<file path="src/rtl/de_timing_pkg.sv">
// Package: shared types and helpers for the DE-only panel timing generator.
// Assumes: nothing beyond IEEE 1800-2017 constant functions.
package de_timing_pkg;

    // Position of the raster scan within a frame.
    typedef enum logic [1:0] {
        RGN_ACTIVE = 2'd0,
        RGN_HBLANK = 2'd1,
        RGN_VBLANK = 2'd2
    } region_e;

    // Bits needed to hold values 0 .. n-1 (at least one bit).
    function automatic int bits_for(input int n);
        return (n < 2) ? 1 : $clog2(n);
    endfunction

endpackage

</file>
<file path="src/rtl/blank_limiter.sv">
// Module: blank_limiter
// Clamps a requested blanking length into [LO, HI] and flags the clamp.
// Assumes: LO <= HI and HI fits in W bits. Purely combinational.
module blank_limiter #(
    parameter int W  = 10,
    parameter int LO = 70,
    parameter int HI = 570
) (
    input  logic [W-1:0] raw,
    output logic [W-1:0] sat,
    output logic         out_of_range
);
    localparam logic [W-1:0] LO_V = W'(LO);
    localparam logic [W-1:0] HI_V = W'(HI);

    logic below;
    logic above;

    // A zero low limit can never be undershot; the parameter picks the variant.
    generate
        if (LO == 0) begin : g_no_low
            assign below = 1'b0;
        end else begin : g_low
            assign below = (raw < LO_V);
        end
    endgenerate

    assign above = (raw > HI_V);

    // Pick the nearest limit when the request falls outside the window.
    always_comb begin
        if (below) begin
            sat = LO_V;
        end else if (above) begin
            sat = HI_V;
        end else begin
            sat = raw;
        end
        out_of_range = below | above;
    end

endmodule

</file>
<file path="src/rtl/span_counter.sv">
// Module: span_counter
// Counts 0..last on each advance, then wraps to 0; flags the last value.
// Assumes: last only changes while the count is at 0 or when it is ever
// larger than the count (the parent updates it at frame wrap).
module span_counter #(
    parameter int W = 11
) (
    input  logic         clk,
    input  logic         rst_n,
    input  logic         adv,
    input  logic [W-1:0] last,
    output logic [W-1:0] cnt,
    output logic         at_last
);
    assign at_last = (cnt == last);

    // Advance or wrap the position count.
    always_ff @(posedge clk) begin
        if (!rst_n) begin
            cnt <= '0;
        end else if (adv) begin
            cnt <= at_last ? '0 : cnt + 1'b1;
        end
    end

    // the count never passes its end value.
    p_span_bound_r4: assert property (@(posedge clk) disable iff (!rst_n)
        cnt <= last);

    // advancing from the end value lands on zero.
    p_span_wrap_r4: assert property (@(posedge clk) disable iff (!rst_n)
        (adv && at_last) |=> (cnt == '0));

    // without an advance the count holds.
    p_span_hold_r4: assert property (@(posedge clk) disable iff (!rst_n)
        !adv |=> $stable(cnt));

endmodule

</file>
<file path="src/rtl/panel_de_timer.sv">
// Module: panel_de_timer
// Generates data enable, pixel coordinates and a frame-start strobe for a
// panel driven with no sync pulses. Blanking lengths are clamped, latched
// at reset and at each frame end, and drive the line and frame totals.
// Assumes: pixel clock is the only clock; reset is synchronous, active low.
module panel_de_timer
    import de_timing_pkg::*;
#(
    parameter int H_ACTIVE = 1366,
    parameter int V_ACTIVE = 768,
    parameter int HB_MIN   = 70,
    parameter int HB_MAX   = 570,
    parameter int VB_MIN   = 2,
    parameter int VB_MAX   = 120,
    localparam int HBW     = bits_for(HB_MAX + 1),
    localparam int VBW     = bits_for(VB_MAX + 1),
    localparam int HW      = bits_for(H_ACTIVE + HB_MAX),
    localparam int VW      = bits_for(V_ACTIVE + VB_MAX)
) (
    input  logic           clk,
    input  logic           rst_n,
    input  logic [HBW-1:0] hblank_len,
    input  logic [VBW-1:0] vblank_len,
    output logic           de,
    output logic [HW-1:0]  px_x,
    output logic [VW-1:0]  px_y,
    output logic           frame_start,
    output logic           hsync,
    output logic           vsync,
    output logic           cfg_err
);
    localparam logic [HW-1:0] H_ACT_V = HW'(H_ACTIVE);
    localparam logic [VW-1:0] V_ACT_V = VW'(V_ACTIVE);

    logic [HBW-1:0] hb_sat, cur_hb;
    logic [VBW-1:0] vb_sat, cur_vb;
    logic           hb_bad, vb_bad;
    logic [HW-1:0]  hcnt, h_last;
    logic [VW-1:0]  vcnt, v_last;
    logic           h_end, v_end, frame_end;
    region_e        rgn;

    blank_limiter #(.W(HBW), .LO(HB_MIN), .HI(HB_MAX)) i_hlim (
        .raw(hblank_len), .sat(hb_sat), .out_of_range(hb_bad)
    );

    blank_limiter #(.W(VBW), .LO(VB_MIN), .HI(VB_MAX)) i_vlim (
        .raw(vblank_len), .sat(vb_sat), .out_of_range(vb_bad)
    );

    // Latch the clamped blanking and its error at reset and at frame end.
    always_ff @(posedge clk) begin
        if (!rst_n || frame_end) begin
            cur_hb  <= hb_sat;
            cur_vb  <= vb_sat;
            cfg_err <= hb_bad | vb_bad;
        end
    end

    assign h_last = H_ACT_V + HW'(cur_hb) - 1'b1;
    assign v_last = V_ACT_V + VW'(cur_vb) - 1'b1;

    span_counter #(.W(HW)) i_hcnt (
        .clk(clk), .rst_n(rst_n), .adv(1'b1), .last(h_last),
        .cnt(hcnt), .at_last(h_end)
    );

    span_counter #(.W(VW)) i_vcnt (
        .clk(clk), .rst_n(rst_n), .adv(h_end), .last(v_last),
        .cnt(vcnt), .at_last(v_end)
    );

    assign frame_end = h_end & v_end;

    // Classify the current scan position.
    always_comb begin
        if (vcnt >= V_ACT_V) begin
            rgn = RGN_VBLANK;
        end else if (hcnt >= H_ACT_V) begin
            rgn = RGN_HBLANK;
        end else begin
            rgn = RGN_ACTIVE;
        end
    end

    // Register the decoded outputs one clock behind the counters.
    always_ff @(posedge clk) begin
        if (!rst_n) begin
            de          <= 1'b0;
            px_x        <= '0;
            px_y        <= '0;
            frame_start <= 1'b0;
        end else begin
            de          <= (rgn == RGN_ACTIVE);
            px_x        <= hcnt;
            px_y        <= vcnt;
            frame_start <= (hcnt == '0) && (vcnt == '0);
        end
    end

    assign hsync = 1'b0;
    assign vsync = 1'b0;

    // vertical blanking rows never carry data enable.
    p_vblank_quiet_r3: assert property (@(posedge clk) disable iff (!rst_n)
        (px_y >= V_ACT_V) |-> !de);

    // horizontal blanking columns never carry data enable.
    p_hblank_quiet_r2: assert property (@(posedge clk) disable iff (!rst_n)
        (px_x >= H_ACT_V) |-> !de);

    // the frame strobe sits on the first visible pixel.
    p_fs_origin_r5: assert property (@(posedge clk) disable iff (!rst_n)
        frame_start |-> (de && px_x == '0 && px_y == '0));

    // the frame strobe lasts a single clock.
    p_fs_single_r5: assert property (@(posedge clk) disable iff (!rst_n)
        frame_start |=> !frame_start);

    // latched horizontal blanking stays inside its window.
    p_hb_window_r7: assert property (@(posedge clk) disable iff (!rst_n)
        (cur_hb >= HBW'(HB_MIN)) && (cur_hb <= HBW'(HB_MAX)));

    // latched vertical blanking stays inside its window.
    p_vb_window_r8: assert property (@(posedge clk) disable iff (!rst_n)
        (cur_vb >= VBW'(VB_MIN)) && (cur_vb <= VBW'(VB_MAX)));

    // blanking in use only changes across a frame end.
    p_cfg_hold_r9: assert property (@(posedge clk) disable iff (!rst_n)
        !frame_end |=> ($stable(cur_hb) && $stable(cur_vb)));

    // the error flag only changes across a frame end.
    p_err_hold_r10: assert property (@(posedge clk) disable iff (!rst_n)
        !frame_end |=> $stable(cfg_err));

endmodule

</file>
<file path="config.mk">
export PLATFORM = sky130hd
export DESIGN_NAME = panel_de_timer
export DESIGN_NICKNAME = d
export VERILOG_FILES = /design/src/rtl/de_timing_pkg.sv /design/src/rtl/blank_limiter.sv /design/src/rtl/span_counter.sv /design/src/rtl/panel_de_timer.sv
export SDC_FILE = /design/constraint.sdc
export NUM_CORES = 1
export LEC_CHECK = 0
export ABC_AREA = 1
export BUFFER_PORTS_ARGS = -buffer_cell sky130_fd_sc_hd__buf_2
export CELL_PAD_IN_SITES_DETAIL_PLACEMENT = 1
export CELL_PAD_IN_SITES_GLOBAL_PLACEMENT = 1
export CORE_MARGIN = 8
export CORE_UTILIZATION = 42
export CTS_CLUSTER_SIZE = 25
export DETAILED_ROUTE_END_ITERATION = 7
export PLACE_DENSITY_LB_ADDON = 0.1
export SYNTH_ARGS = -nofsm -noshare
export SYNTH_HDL_FRONTEND = slang
export SYNTH_SLANG_ARGS = --single-unit
</file>
<file path="constraint.sdc">
create_clock -name clk -period 2.6 [get_ports clk]
set_input_delay 0.13 -clock clk [delete_from_list [all_inputs] [get_ports clk]]
set_output_delay 0.13 -clock clk [all_outputs]
set_load 0.05 [all_outputs]
</file>
==> metrics.yaml <==
min_path:
  hold_start: "hblank_len[9]"
  holdPathStages: 1
  min_to: "cur_hb[9]"
  min_path_type: "in -> reg"
setup_path:
  critical_path_class: "reg -> reg"
  r2r-end: "cur_vb[6]"
  r2r-start: "cur_vb[0]"
  reg2reg_setup_slack_ns: 0.26
  worstRegToRegCells: 15
  critPathLaunch: "cur_vb[0]"
  cp_max_fo: 19
  critical_path_arrival_ns: 2.39
  worstSetupEndpointType: "register"
  start_kind: "register"
  cp_data_required_time_ns: 2.65
synth:
  syn_avg_cell_area_um2: 7.03
  synth_cells: 498
  synth_mux_area_share_pct: 0
  ys_warn_count: 0
  synth_seq_cells: 62
  synth_compound_area_share_pct: 3.57
  ys_types: 33
  synthSimpleGateAreaFrac_pct: 34.7
  synthAdderAreaFrac_pct: 2.50
  synth_top_family_by_area: "simple AND/OR/NAND/NOR gates"
  synth-seq-area-share_pct: 40.6
  synth_xor_area_share_pct: 6.15
  syn_area_um2: 3500
detailed_routing:
  drt_iter0_drc: 113
  routed_wl_um: 8710
  num_vias: 3099
  drc: 0
  viasPerCell: 4.78
  dr.pass1.iters: 4
  wl_per_cell_um: 13.4
  antenna_left: 0
final_layout:
  drive_gt1_share_pct: 15.8
  fin_nets: 565
  final_util_pct: 49.4
  final_cell_mix: "nand2_1 (152), inv_1 (82), nor2_1 (49), dfxtp_1 (44), buf_2 (42)"
  area_growth_pct: 14.7
  fill_cells: 1064
  mostFrequentLayoutCell: "nand2_1"
  fin_cells: 649
  diodes: 0
die:
  die_w_um: 107
  initial_core_util_pct: 43.1
  fp-row-count: 33
  core_area_um2: 8130
  io_pins: 45
  dieHeight_um: 107
  die_area_um2: 11500
global_routing:
  grt_pass1_wl_um: 15000
  grt_use_met1_pct: 20.8
  grtUsageTotal_pct: 16.1
  met3_usage_pct: 3.23
  antenna_found_initial: 0
  overflow: 0
  grt_max_degree: 36
  grt_busiest_layer: "met2"
  met2_usage_pct: 25.9
  grt_pass1_vias: 3220
clock_network:
  ctsLongestPathBuffers: 2
  cts.sinks: 62
  clock_latency_ns: 0.33
  cts_buffers: 9
  tritoncts: "yes"
  h-tree-depth: 3
  cts_root_buf: "clkbuf_8"
  clk_pin_slew_ns: 0.08
timing:
  slew_headroom_pct: 58.4
  period_share_pct: 90.1
  max_slew.worst_pin.slew_ns: 0.624
  slew_viol_final: 0
  fmax_mhz: 427
  hold_violations: 0
  tns_ns: 0
  min_period_ns: 2.34
  setup_viol: 0
  grt_setup_unrepaired: "false"
  skew_ns: 0.0106
pwr:
  total_leakage_power_nw: 2.11
  irDropWorstVdd_mv: 0.221
  power_density_nw_per_um2: 537
placed_design:
  dp_hpwl_um: 6800
  io_buffers: 42
  dp.cells: 629
  globalplace.congestion: 0.860
run:
  maxCapViolations: 0
outcome:
  outcome: "completed"
worst max path at each step:
stage / to / depth (start not counted) / slack, ns
after floorplan: cfg_err / 14 / 0.28
after global placement: cur_hb[1] / 15 / 0.36
after detailed placement: cur_hb[3] / 15 / 0.26
after CTS: cur_hb[5] / 15 / 0.18
after global routing: cur_hb[5] / 15 / 0.03
final: cur_vb[6] / 15 / 0.26
sequential cells by signal (all words and copies together) (netlist names):
signal       count
i_hcnt.cnt      11
px_x            11
cur_hb          10
i_vcnt.cnt      10
px_y            10
cur_vb           7
cfg_err          1
de               1
frame_start      1
cell usage after synthesis:
cell type  instances  area [um^2]
nand2_1          152          571
xnor3_1            1         22.5
nand3_2            2         20.0
edfxtp_1          18          541
xnor2_1            6         52.6
a221oi_1           1         8.76
nor3_1             6         30.0
xor2_1            16          140
or2_2              2         12.5
clkbuf_2           1         5.00
buf_2              4         20.0
nand2_2            3         18.8
nand3b_1           2         15.0
ha_1               7         87.6
buf_4              2         15.0
nor2_4             1         11.3
a21oi_2            3         26.3
a21oi_1            9         45.0
inv_2              5         18.8
conb_1             1         3.75
o41ai_1            1         8.76
clkbuf_1           9         33.8
buf_6              3         33.8
nor2_2             7         43.8
nor4_1             5         31.3
dfxtp_1           44          881
nand3_1           32          160
nor2_1            49          184
inv_1             82          308
nor3_2             3         30.0
o21ai_0            6         30.0
nand4_1           14         87.6
a31oi_1            1         6.26
stage by stage:
stage	setup slack (ns)	hold WS (ns)	power [W]	cell area [um^2]
5_1_grt	0.0276	0.0170	0.00226	4020
2_1_floorplan	0.278	0.297	0.00125	3510
3_5_place_dp	0.257	0.341	0.00131	3770
3_3_place_gp	0.363	0.339	0.00130	3770
4_1_cts	0.182	0.00120	0.00218	4000
6_report	0.256	0.0235	0.00216	4020
final cells by class:
type                            instances  area, um^2  area share [%]
Timing Repair Buffer                   48         278            6.91
Inverter                               87         327            8.13
Clock inverter                          4        25.0           0.623
Multi-Input combinational cell        331        1660            41.3
Tap cell                              105         131            3.27
Clock buffer                           12         178            4.42
Sequential cell                        62        1420            35.4
power breakdown:
| part | total [W] | switching (W) | leakage (nW) | internal [W] |
|---|---|---|---|---|
| sequential | 0.00105 | 0.0000305 | 0.530 | 0.00102 |
| clock | 0.000864 | 0.000402 | 0.107 | 0.000462 |
| combinational | 0.000241 | 0.000157 | 1.47 | 0.0000838 |
| total | 0.00216 | 0.000590 | 2.11 | 0.00157 |
critical path: stages, from the launching register on:
cell      delay [ns]
edfxtp_1        0.41
inv_1           0.16
ha_2            0.24
nand2_1         0.09
nor2_4          0.14
nand2_1         0.06
nand2_1         0.07
nand2_1         0.05
nand2_1         0.06
nand2_1         0.05
nor2_1          0.11
nand2_2         0.17
inv_2           0.08
nand2_1         0.05
nand2_1         0.12
buf_12          0.18
routing by layer:
metal  vias to the layer above  part of all wire [%]
met5                         -                     0
met4                         0                   1.6
met3                        13                   4.8
met2                        66                    45
met1                      1410                    49
li1                       1610                     -
timing repair:
item | CTS | global route
endpoints found under the setup margin | 0 | 18
setup buffers | 0 | 0
hold buffers | 3 | 1
resized for setup | 0 | 2
endpoints found under the hold margin | 3 | 1
logic make-up after synthesis:
group / count (synthesis)
AO/OA/AOI/OAI: 21
AND/OR/NAND/NOR: 278
flip-flops: 62
other: 1
adder cells (fa/ha/maj): 7
XOR/XNOR: 23
buffers and inverters: 106
Note: power is estimated with default switching activity, not from simulation.
